### src/rtl/refpfd_pkg.sv
package refpfd_pkg;

  localparam int RATIO_W   = 12;
  localparam int SEL_W     = 2;
  localparam int MIN_RATIO = 4;

  typedef enum logic [1:0] {
    ST_LOCK     = 2'b00,
    ST_REF      = 2'b01,
    ST_LOCK_ALT = 2'b10,
    ST_MAIN     = 2'b11
  } status_sel_t;

  // Ratios below the legal floor are raised to the floor.
  function automatic logic [RATIO_W-1:0] eff_ratio(input logic [RATIO_W-1:0] r);
    return (r < RATIO_W'(MIN_RATIO)) ? RATIO_W'(MIN_RATIO) : r;
  endfunction

  // Low bits of the post counter that must all be one for an event.
  function automatic logic [(1<<SEL_W)-2:0] post_mask(input logic [SEL_W-1:0] sel);
    logic [(1<<SEL_W)-2:0] m;
    for (int i = 0; i < (1<<SEL_W)-1; i++) m[i] = (i < int'(sel));
    return m;
  endfunction

endpackage

### src/rtl/refpfd_refdiv.sv
module refpfd_refdiv
  import refpfd_pkg::*;
#(
  parameter int RW = RATIO_W,
  parameter int SW = SEL_W
) (
  input  logic          clk,
  input  logic          rst_n,
  input  logic          en,
  input  logic [RW-1:0] ratio,
  input  logic [SW-1:0] post_sel,
  output logic          evt,
  output logic          pre,
  output logic          post
);
  localparam int PW = (1 << SW) - 1;

  logic [RW-1:0] pcnt;
  logic [RW-1:0] last_val;
  logic [PW-1:0] post_cnt;
  logic [PW-1:0] mask;
  logic          tick;
  logic          full;

  assign last_val = eff_ratio(ratio) - RW'(1);
  assign mask     = post_mask(post_sel);
  assign tick     = (pcnt >= last_val);
  assign full     = ((post_cnt & mask) == mask);
  assign evt      = tick & full;
  assign pre      = (pcnt == last_val - RW'(1)) & full;

  always_ff @(posedge clk or negedge rst_n) begin
    if (!rst_n) begin
      pcnt     <= '0;
      post_cnt <= '0;
      post     <= 1'b0;
    end else if (!en) begin
      pcnt     <= '0;
      post_cnt <= '0;
      post     <= 1'b0;
    end else begin
      post <= evt;
      if (tick) begin
        pcnt     <= '0;
        post_cnt <= post_cnt + PW'(1);
      end else begin
        pcnt <= pcnt + RW'(1);
      end
    end
  end

  // the post counter advances by one on every programmable-divider tick
  p_post_step_r2: assert property (@(posedge clk) disable iff (!rst_n || !en)
    tick |=> (post_cnt == $past(post_cnt) + PW'(1)));

  // every reference event is announced one cycle ahead
  p_pre_leads_evt_r4: assert property (@(posedge clk) disable iff (!rst_n || !en)
    evt |-> $past(pre));

endmodule

### src/rtl/refpfd_detector.sv
module refpfd_detector (
  input  logic clk,
  input  logic rst_n,
  input  logic en,
  input  logic ref_evt,
  input  logic main_i,
  output logic up_q,
  output logic dn_q
);
  logic main_prev;
  logic main_fall;
  logic both;

  assign main_fall = main_prev & ~main_i;
  assign both      = up_q & dn_q;

  always_ff @(posedge clk or negedge rst_n) begin
    if (!rst_n) begin
      up_q      <= 1'b0;
      dn_q      <= 1'b0;
      main_prev <= 1'b0;
    end else if (!en) begin
      up_q      <= 1'b0;
      dn_q      <= 1'b0;
      main_prev <= 1'b0;
    end else begin
      main_prev <= main_i;
      if (both) begin
        up_q <= 1'b0;
        dn_q <= 1'b0;
      end else begin
        up_q <= up_q | ref_evt;
        dn_q <= dn_q | main_fall;
      end
    end
  end

  // the overlap of both requests never lasts past one cycle
  p_overlap_single_r3: assert property (@(posedge clk) disable iff (!rst_n)
    both |=> !(up_q && dn_q));

  // a down request starts only after a sampled main falling edge
  p_dn_after_fall_r3: assert property (@(posedge clk) disable iff (!rst_n || !en)
    $rose(dn_q) |-> $past(main_fall));

endmodule

### src/rtl/refpfd_lockmon.sv
module refpfd_lockmon #(
  parameter int LOCK_COUNT = 4
) (
  input  logic clk,
  input  logic rst_n,
  input  logic en,
  input  logic up_q,
  input  logic dn_q,
  output logic locked
);
  localparam int HW = $clog2(LOCK_COUNT + 1);

  logic [HW-1:0] hits;
  logic          up_seen;
  logic          dn_seen;
  logic          viol;
  logic          good_cmp;

  assign viol     = (up_q & up_seen) | (dn_q & dn_seen);
  assign good_cmp = up_q & dn_q & ~viol;
  assign locked   = (hits == HW'(LOCK_COUNT));

  always_ff @(posedge clk or negedge rst_n) begin
    if (!rst_n) begin
      hits    <= '0;
      up_seen <= 1'b0;
      dn_seen <= 1'b0;
    end else if (!en) begin
      hits    <= '0;
      up_seen <= 1'b0;
      dn_seen <= 1'b0;
    end else begin
      up_seen <= up_q;
      dn_seen <= dn_q;
      if (viol)
        hits <= '0;
      else if (good_cmp && !locked)
        hits <= hits + HW'(1);
    end
  end

  // a pulse that reaches its second cycle drops the lock next cycle
  p_viol_drops_lock_r6: assert property (@(posedge clk) disable iff (!rst_n || !en)
    viol |=> !locked);

  // lock only rises right after a good comparison
  p_lock_rise_r5: assert property (@(posedge clk) disable iff (!rst_n || !en)
    $rose(locked) |-> $past(good_cmp));

endmodule

### src/rtl/refpfd_top.sv
module refpfd_top
  import refpfd_pkg::*;
#(
  parameter int RW         = RATIO_W,
  parameter int SW         = SEL_W,
  parameter int LVL_W      = 8,
  parameter int LOCK_COUNT = 4
) (
  input  logic             clk,
  input  logic             rst_n,
  input  logic             en_i,
  input  logic [RW-1:0]    ratio_i,
  input  logic [SW-1:0]    post_sel_i,
  input  logic [1:0]       test_sel_i,
  input  logic             main_div_i,
  input  logic [LVL_W-1:0] level_i,
  output logic             ref_div_o,
  output logic             up_o,
  output logic             dn_o,
  output logic             comp_win_o,
  output logic             lock_o,
  output logic             status_o,
  output logic [LVL_W-1:0] level_o
);
  logic ref_evt, ref_pre, ref_post;
  logic up_q, dn_q;
  logic locked;

  refpfd_refdiv #(.RW(RW), .SW(SW)) u_refdiv (
    .clk(clk), .rst_n(rst_n), .en(en_i),
    .ratio(ratio_i), .post_sel(post_sel_i),
    .evt(ref_evt), .pre(ref_pre), .post(ref_post)
  );

  refpfd_detector u_det (
    .clk(clk), .rst_n(rst_n), .en(en_i),
    .ref_evt(ref_evt), .main_i(main_div_i),
    .up_q(up_q), .dn_q(dn_q)
  );

  refpfd_lockmon #(.LOCK_COUNT(LOCK_COUNT)) u_lock (
    .clk(clk), .rst_n(rst_n), .en(en_i),
    .up_q(up_q), .dn_q(dn_q), .locked(locked)
  );

  assign ref_div_o  = ~(en_i & ref_evt);
  assign up_o       = en_i & up_q;
  assign dn_o       = en_i & dn_q;
  assign comp_win_o = en_i & (ref_pre | ref_evt | ref_post);
  assign lock_o     = ~en_i | locked;
  assign level_o    = level_i;

  always_comb begin
    unique case (status_sel_t'(test_sel_i))
      ST_REF:  status_o = ref_div_o;
      ST_MAIN: status_o = main_div_i;
      default: status_o = lock_o;
    endcase
  end

  // a cycle with the block disabled leaves the detector idle
  p_off_idle_r7: assert property (@(posedge clk) disable iff (!rst_n)
    !en_i |=> (!up_q && !dn_q && !locked));

endmodule

### config.mk
export PLATFORM = sky130hd
export DESIGN_NAME = refpfd_top
export DESIGN_NICKNAME = d
export VERILOG_FILES = /design/src/rtl/refpfd_pkg.sv /design/src/rtl/refpfd_refdiv.sv /design/src/rtl/refpfd_detector.sv /design/src/rtl/refpfd_lockmon.sv /design/src/rtl/refpfd_top.sv
export SDC_FILE = /design/constraint.sdc
export NUM_CORES = 1
export LEC_CHECK = 0
export BUFFER_PORTS_ARGS = -buffer_cell sky130_fd_sc_hd__buf_2
export CORE_UTILIZATION = 25
export CTS_CLUSTER_SIZE = 10
export DETAILED_ROUTE_END_ITERATION = 12
export SKIP_LAST_GASP = 1
export SYNTH_ARGS = -nofsm -noshare
export SYNTH_HDL_FRONTEND = slang
export SYNTH_SLANG_ARGS = --single-unit
### constraint.sdc
create_clock -name clk -period 4.57 [get_ports clk]
set_input_delay 0.2285 -clock clk [delete_from_list [all_inputs] [get_ports clk]]
set_output_delay 0.2285 -clock clk [all_outputs]
set_load 0.1 [all_outputs]
==> reports/metrics.csv, run 1 <==
metric;value;unit
synthCells;263;
timing.critical_path.cells;buf_2 -> nor4_4 -> nand3_2 -> nand2_4 -> ha_2 -> or3b_4 -> or4_1 -> a32o_2 -> clkinv_2 -> ha_1 -> and3_1 -> a221oi_2 -> o21ai_1 -> maj3_1 -> o211ai_1 -> and2_4 -> a2bb2oi_2 -> o31ai_4 -> buf_4;
cpMaxStageDelayCell;or4_1;
portBuffers;25;
timing_worst_slew_pin_value;588.6;ps
cts_tree;done;
count_of_buffering_cells_on_the_critical_path_with_inverters_included;3;
layout.core_utilization;33.02;%
initial_utilization;25.93;%
drt-vias-per-instance;4.862;
min_to;u_det.main_prev;
finalClockSkew;7.616;ps
finalInstanceArea;2894;µm²
grt_start_max_net_pins;25;
cpPeakStageDelay;410;ps
timing.max_slew.rel_slack;59.75;%
cts_buffer_depth;2;
ys_seq_area_share;26.43;%
cp_top_family;simple AND/OR/NAND/NOR gates;
min_path_type;input pin to register;
skew_pair_late_insertion_delay;260;ps
die-width;97.34;µm
drive_gt1_share;30.67;%
clock_sink_count;24;
yosys_warnings;0;
fp.dieH;97.34;µm
dp_hpwl;4339;µm
cp_data_arrival_time;4210;ps
grt_overflow;0;
leakage;0.001318;µW
worst_setup_hold_path_clk_slew;80;ps
mappedNetlistNets;309;
cts-root-buf;clkbuf_8;
fp.dieArea;9474;µm²
crit_required;4340;ps
final-setup-viol-count;0;
synthesis.area;2272;µm²
crit_path_max_fanout;4;
wire_per_inst;12.94;µm
start_kind;input pin;
vias;2047;
criticalPathCategory;input pin to output pin;
worst-r2r-cell-count;11;
rsz0062_at_grt;true;
first_global_vias;2051;
areaGrowthSynthToFinish;27.37;%
detail_route.first_pass.iterations;5;
groute.usage.overall;11.67;%
final_ws_setup;127.9;ps
critPathLaunch;ratio_i[5];
clock.fmax;225.1;MHz
antenna-diode-count;0;
status;completed;
drc;0;
fin_crit;4442;ps
h-tree-depth;1;
power-per-cell-area;186.6;nW/µm²
final_max_slew_viol_count;0;
ir_worst_vdd;0.0001080;V
regToRegSetupSlack;1510;ps
ioPinCount;42;
worst_hold_startpoint;main_div_i;
synth_edf_count;0;
whs_path_depth;2;
initial_antenna_violation_count;0;
wire_length_of_the_first_global_routing_pass;9404;µm
detail_route.iter0.violations;72;
whs;216.7;ps
postSynthRegisterBits;24;
synth_async_reset_ratio;100.0;%
design.final.nets;360;
post_synth_num_cell_types;65;
route.final.wire_length;5448;µm
post_synth.cell_area_avg;8.639;µm²
row_count;34;
cap_viol_max_count;0;
post_dp_cell_area;2736;µm²
timing.final.crit_share;97.20;%
report.final.hold_viol_count;0;
tritoncts_buffers;3;
place.gp.congestion;0.8325;
endpoint_kind;output pin;
reg2reg_from;u_refdiv.pcnt[0];
antenna_violating_nets_left;0;
placeableCoreArea;8763;µm²
synthFlopType;dfrtp_1;
placement.setup.worst_slack;-128.7;ps
end_of_the_worst_register_to_register_path;u_refdiv.pcnt[8];
==> layout make-up <==
| type | count | area, µm² |
|---|---|---|
| timing repair buffer | 60 | 426.7 |
| clock inverter | 1 | 30.03 |
| inverter | 13 | 53.80 |
| tap | 108 | 135.1 |
| sequential | 24 | 600.6 |
| fill | 920 | 5869 |
| clock buffer | 3 | 41.29 |
| multi-input combinational | 212 | 1607 |
==> worst max path at each step <==
stage / endpoint / slack [ps] / depth (start not counted)
3_3_place_gp: comp_win_o / -90 / 19
2_1_floorplan: status_o / -130 / 18
3_5_place_dp: comp_win_o / -130 / 20
5_1_grt: status_o / -20 / 21
6_report: comp_win_o / 130 / 19
4_1_cts: status_o / 10 / 20
==> layout by cell type, fill, tap and decap left out, drive strengths merged, types with 3 or more instances in the layout <==
cell type and n:
buf 59, nor2 29, dfrtp 24, ha 18
xnor2 17, nand3 13, nand2 13, o21ai 12
inv 11, xor2 11, and3 10, and2 8
nor3 6, o211ai 5, nor2b 5, mux2i 4
nand4 4, a21oi 4, nor3b 4, or4 4
nor4 4, a31oi 3, clkbuf 3, a21o 3
or3b 3
==> worst reg2reg max path, delay by kind of cell, from the launching register on <==
family	cells	cell delay, ps
flops	1	460
simple gates	4	760
buf+inv	2	220
compound gates	3	850
fa+ha+maj	2	690
==> per-stage QoR <==
step | power (µW) | instances | TNS (ps)
3_5_place_dp | 358.6 | 414 | -192.2
5_1_grt | 570.8 | 421 | -31.81
6_report | 540.0 | 421 | 0
2_1_floorplan | 331.6 | 263 | -162.4
4_1_cts | 543.4 | 420 | 0
3_3_place_gp | 356.4 | 414 | -115.1
==> metal layers <==
metal,track usage (%),wire length [µm],vias to the layer above
met5,0,0,-
met4,2.262,36,0
met3,1.511,162,4
met2,20.42,2649,31
met1,15.43,2601,973
li1,-,-,1039
==> logic make-up (layout without fill, tap and decap cells) <==
group / after synthesis / after routing / share of synthesized area [%]
AOI/OAI and AO/OA: 46 / 46 / 14.48
and+or+nand+nor: 115 / 115 / 29.35
buffers and inverters: 27 / 77 / 6.497
xor gates and xnor gates: 28 / 28 / 11.12
adders and majority gates: 19 / 19 / 10.35
DFF: 24 / 24 / 26.43
muxes: 4 / 4 / 1.762
==> Yosys cell counts, drive strengths merged, types with 2 or more instances <==
cell     number  area, µm²
clkbuf        2      7.510
dfrtp        24      600.6
ha           18      225.2
nor2         29      108.9
o31ai         2      15.01
o21ai        12      67.57
nand2b        2      12.51
nor4          4      40.04
xnor2        17      156.4
nand3        13      65.06
nor2b         5      31.28
inv          12      45.04
a21o          3      23.77
a22oi         2      15.01
nor3b         4      35.03
o211ai        5      37.54
or4           4      33.78
nand2        13      48.80
or3b          3      26.28
a2111oi       2      18.77
and2          8      50.05
o21a          2      15.01
o211a         2      20.02
o2111ai       2      17.52
xor2         11      96.34
nor3          6      35.03
a31oi         3      18.77
nand4         4      25.02
or4b          2      23.77
or2b          2      17.52
mux2i         4      40.04
buf          11      80.07
and3         10      63.81
a21oi         4      20.02
==> report_power, final <==
group / total [µW] / internal (µW) / leakage, µW / switching [µW]
Combinational: 139 / 60.0 / 0.000952 / 78.6
Sequential: 221 / 216 / 0.000331 / 5.68
Clock: 180 / 117 / 0.0000357 / 63.2
==> state kept, by name (all words and copies together), names as in the netlist <==
name               count
u_det.dn_q             1
u_det.main_prev        1
u_det.up_q             1
u_lock.dn_seen         1
u_lock.hits            3
u_lock.up_seen         1
u_refdiv.pcnt         12
u_refdiv.post          1
u_refdiv.post_cnt      3
==> repair_timing <==
| item | CTS | global route |
|---|---|---|
| endpoints found under the hold margin | 24 | 0 |
| setup endpoints to repair | 2 | 3 |
| pin swaps | 0 | 6 |
| resized for setup | 4 | 13 |
| hold buffers | 1 | 0 |
| setup buffers | 1 | 1 |
Note: power is estimated with default switching activity, not from simulation.
==> inputs of run 2 (changes only) <==
==> constraint.sdc (replaced) <==
create_clock -name clk -period 4.57 [get_ports clk]
set_input_delay 0.6855 -clock clk [delete_from_list [all_inputs] [get_ports clk]]
set_output_delay 0.6855 -clock clk [all_outputs]
set_load 0.1 [all_outputs]
==> reports/metrics.csv, run 2 (same netlist as run 1, synthesis figures left out) <==
metric;value;unit
status;complete, but fails checks;
failed_checks;negative setup slack;
cts-root-buf;clkbuf_8;
hold_buffers;0;
drt-vias-per-instance;4.855;
regMostFlops;u_refdiv.pcnt;
timing.final.crit_share;113.1;%
cts_buffer_depth;2;
setup_total_negative_slack;-1685;ps
fp.dieH;97.34;µm
rsz0062_at_grt;true;
timing.critical_path.cells;buf_8 -> nor4_4 -> nand3_2 -> nand2_4 -> ha_4 -> or4b_4 -> or3_4 -> o21ai_4 -> inv_2 -> ha_4 -> and3_4 -> a221oi_2 -> o21ai_1 -> maj3_2 -> o211ai_1 -> and2_4 -> buf_6 -> nor3_4 -> o21ai_4 -> buf_12;
endpoint_kind;output pin;
clock.fmax;193.4;MHz
report.final.hold_viol_count;0;
die-width;97.34;µm
commonest_cells_after_routing_fill_and_taps_aside;buf_4 (60), nor2_1 (27), dfrtp_1 (24);
wire_length_of_the_first_global_routing_pass;10450;µm
leakage;0.001471;µW
cpPeakStageDelay;480;ps
crit_path_max_fanout;4;
fp.dieArea;9474;µm²
initial_antenna_violation_count;0;
skew_pair_late_insertion_delay;260;ps
ioPinCount;42;
dp_hpwl;4640;µm
min_path_type;input pin to asynchronous set/reset pin;
mostFrequentLayoutCell;buf_4;
fill_cells;874;
wire_per_inst;13.22;µm
end_of_the_worst_register_to_register_path;u_refdiv.pcnt[7];
finalClockSkew;2.462;ps
groute.usage.overall;13.15;%
crit_required;3880;ps
final-setup-viol-count;3;
timing_worst_slew_pin_value;536.2;ps
critPathLaunch;ratio_i[6];
crit_path_end;status_o;
areaGrowthSynthToFinish;42.07;%
grt_overflow;0;
largest_register_ffs;12;
cts_tree;done;
row_count;34;
cpMaxStageDelayCell;or4b_4;
cap_viol_max_count;0;
detail_route.first_pass.iterations;4;
h-tree-depth;1;
cp_data_arrival_time;4480;ps
grt_start_max_net_pins;25;
placeableCoreArea;8763;µm²
drc;0;
placement.setup.worst_slack;-1041;ps
final_ws_setup;-600.0;ps
seqCellArea;600.6;µm²
start_kind;input pin;
ir_worst_vdd;0.0001383;V
reg2reg_from;u_refdiv.pcnt[0];
place.gp.congestion;0.8524;
criticalPathCategory;input pin to output pin;
detail_route.iter0.violations;37;
clock_sink_count;24;
area_taken_by_multi_input_logic_gates;1724;µm²
power-per-cell-area;165.1;nW/µm²
first_global_vias;2261;
portBuffers;25;
fin_crit;5170;ps
worst_setup_hold_path_clk_slew;80;ps
antenna-diode-count;0;
timing.max_slew.rel_slack;64.25;%
tritoncts_buffers;3;
worst-r2r-cell-count;13;
vias;2175;
route.final.wire_length;5923;µm
top_regs;u_refdiv.pcnt: 12 flops, u_lock.hits: 3 flops, u_refdiv.post_cnt: 3 flops;
regToRegSetupSlack;1750;ps
antenna_violating_nets_left;0;
initial_utilization;25.93;%
final_max_slew_viol_count;0;
design.final.nets;387;
drive_gt1_share;40.59;%
run 2: changes by cell type in the layout (fill, tap and decap cells not counted), moves of 2 or more:
cell and delta:
buf_4 +26, ha_4 +4, ha_1 -3, buf_2 -2, buf_6 +2, nor3_4 +2
o2111ai_1 -2, o2111ai_2 +2
run 2: critical path, delay by kind of cell:
kind,cells,cell delay (ps)
buffers and inverters,4,480
adders and majority gates,3,660
and+or+nand+nor,8,1910
AOI/OAI and AO/OA,5,730
run 2: how the worst min path moves through the flow:
| stage | end | start |
|---|---|---|
| after global placement | u_det.dn_q | u_det.main_prev |
| after global routing | u_lock.up_seen | rst_n |
| after floorplan | u_det.dn_q | rst_n |
| after CTS | u_lock.hits[0] | rst_n |
| final | u_lock.hits[0] | rst_n |
| after detailed placement | u_det.dn_q | u_det.main_prev |
run 2: repair_timing:
| item | 4_1_cts | 5_1_grt |
|---|---|---|
| gates resized for setup | 24 | 13 |
| setup buffers | 5 | 2 |
| pin swaps | 16 | 9 |
| setup endpoints to repair | 14 | 14 |
run 2: layer usage:
metal,GRT usage [%],part of all wire [%],up-vias
li1,-,-,1100
met1,16.66,46,1033
met2,24.05,50,36
met3,1.079,2.3,6
met4,3.167,1.2,0
met5,0,0,-
run 2: layout make-up:
type                       count  share of cell area (%)
multi-input combinational    212                   53.41
timing repair buffer          87                   20.43
sequential                    24                   18.60
tap                          108                   4.186
clock buffer                   4                   1.705
inverter                      13                   1.667
run 2: through the flow:
| stage | hold slack, ps | instance area, µm² | total power (µW) | util [%] | cells |
|---|---|---|---|---|---|
| 2_1_floorplan | 389.9 | 2335 | 333.9 | - | 263 |
| 3_3_place_gp | 489.8 | 2940 | 376.3 | 33.55 | 437 |
| 3_5_place_dp | 514.1 | 2940 | 378.9 | 33.55 | 437 |
| 4_1_cts | 404.4 | 3157 | 531.0 | 36.02 | 446 |
| 5_1_grt | 425.0 | 3228 | 568.4 | 36.84 | 448 |
| 6_report | 396.7 | 3228 | 532.8 | 36.84 | 448 |
run 2: where the power goes:
part,switching [µW],internal [µW],leakage [µW]
combinational,88.0,81.8,0.00111
clock,64.8,76.7,0.0000288
sequential,5.91,216,0.000331
total,159,374,0.00147
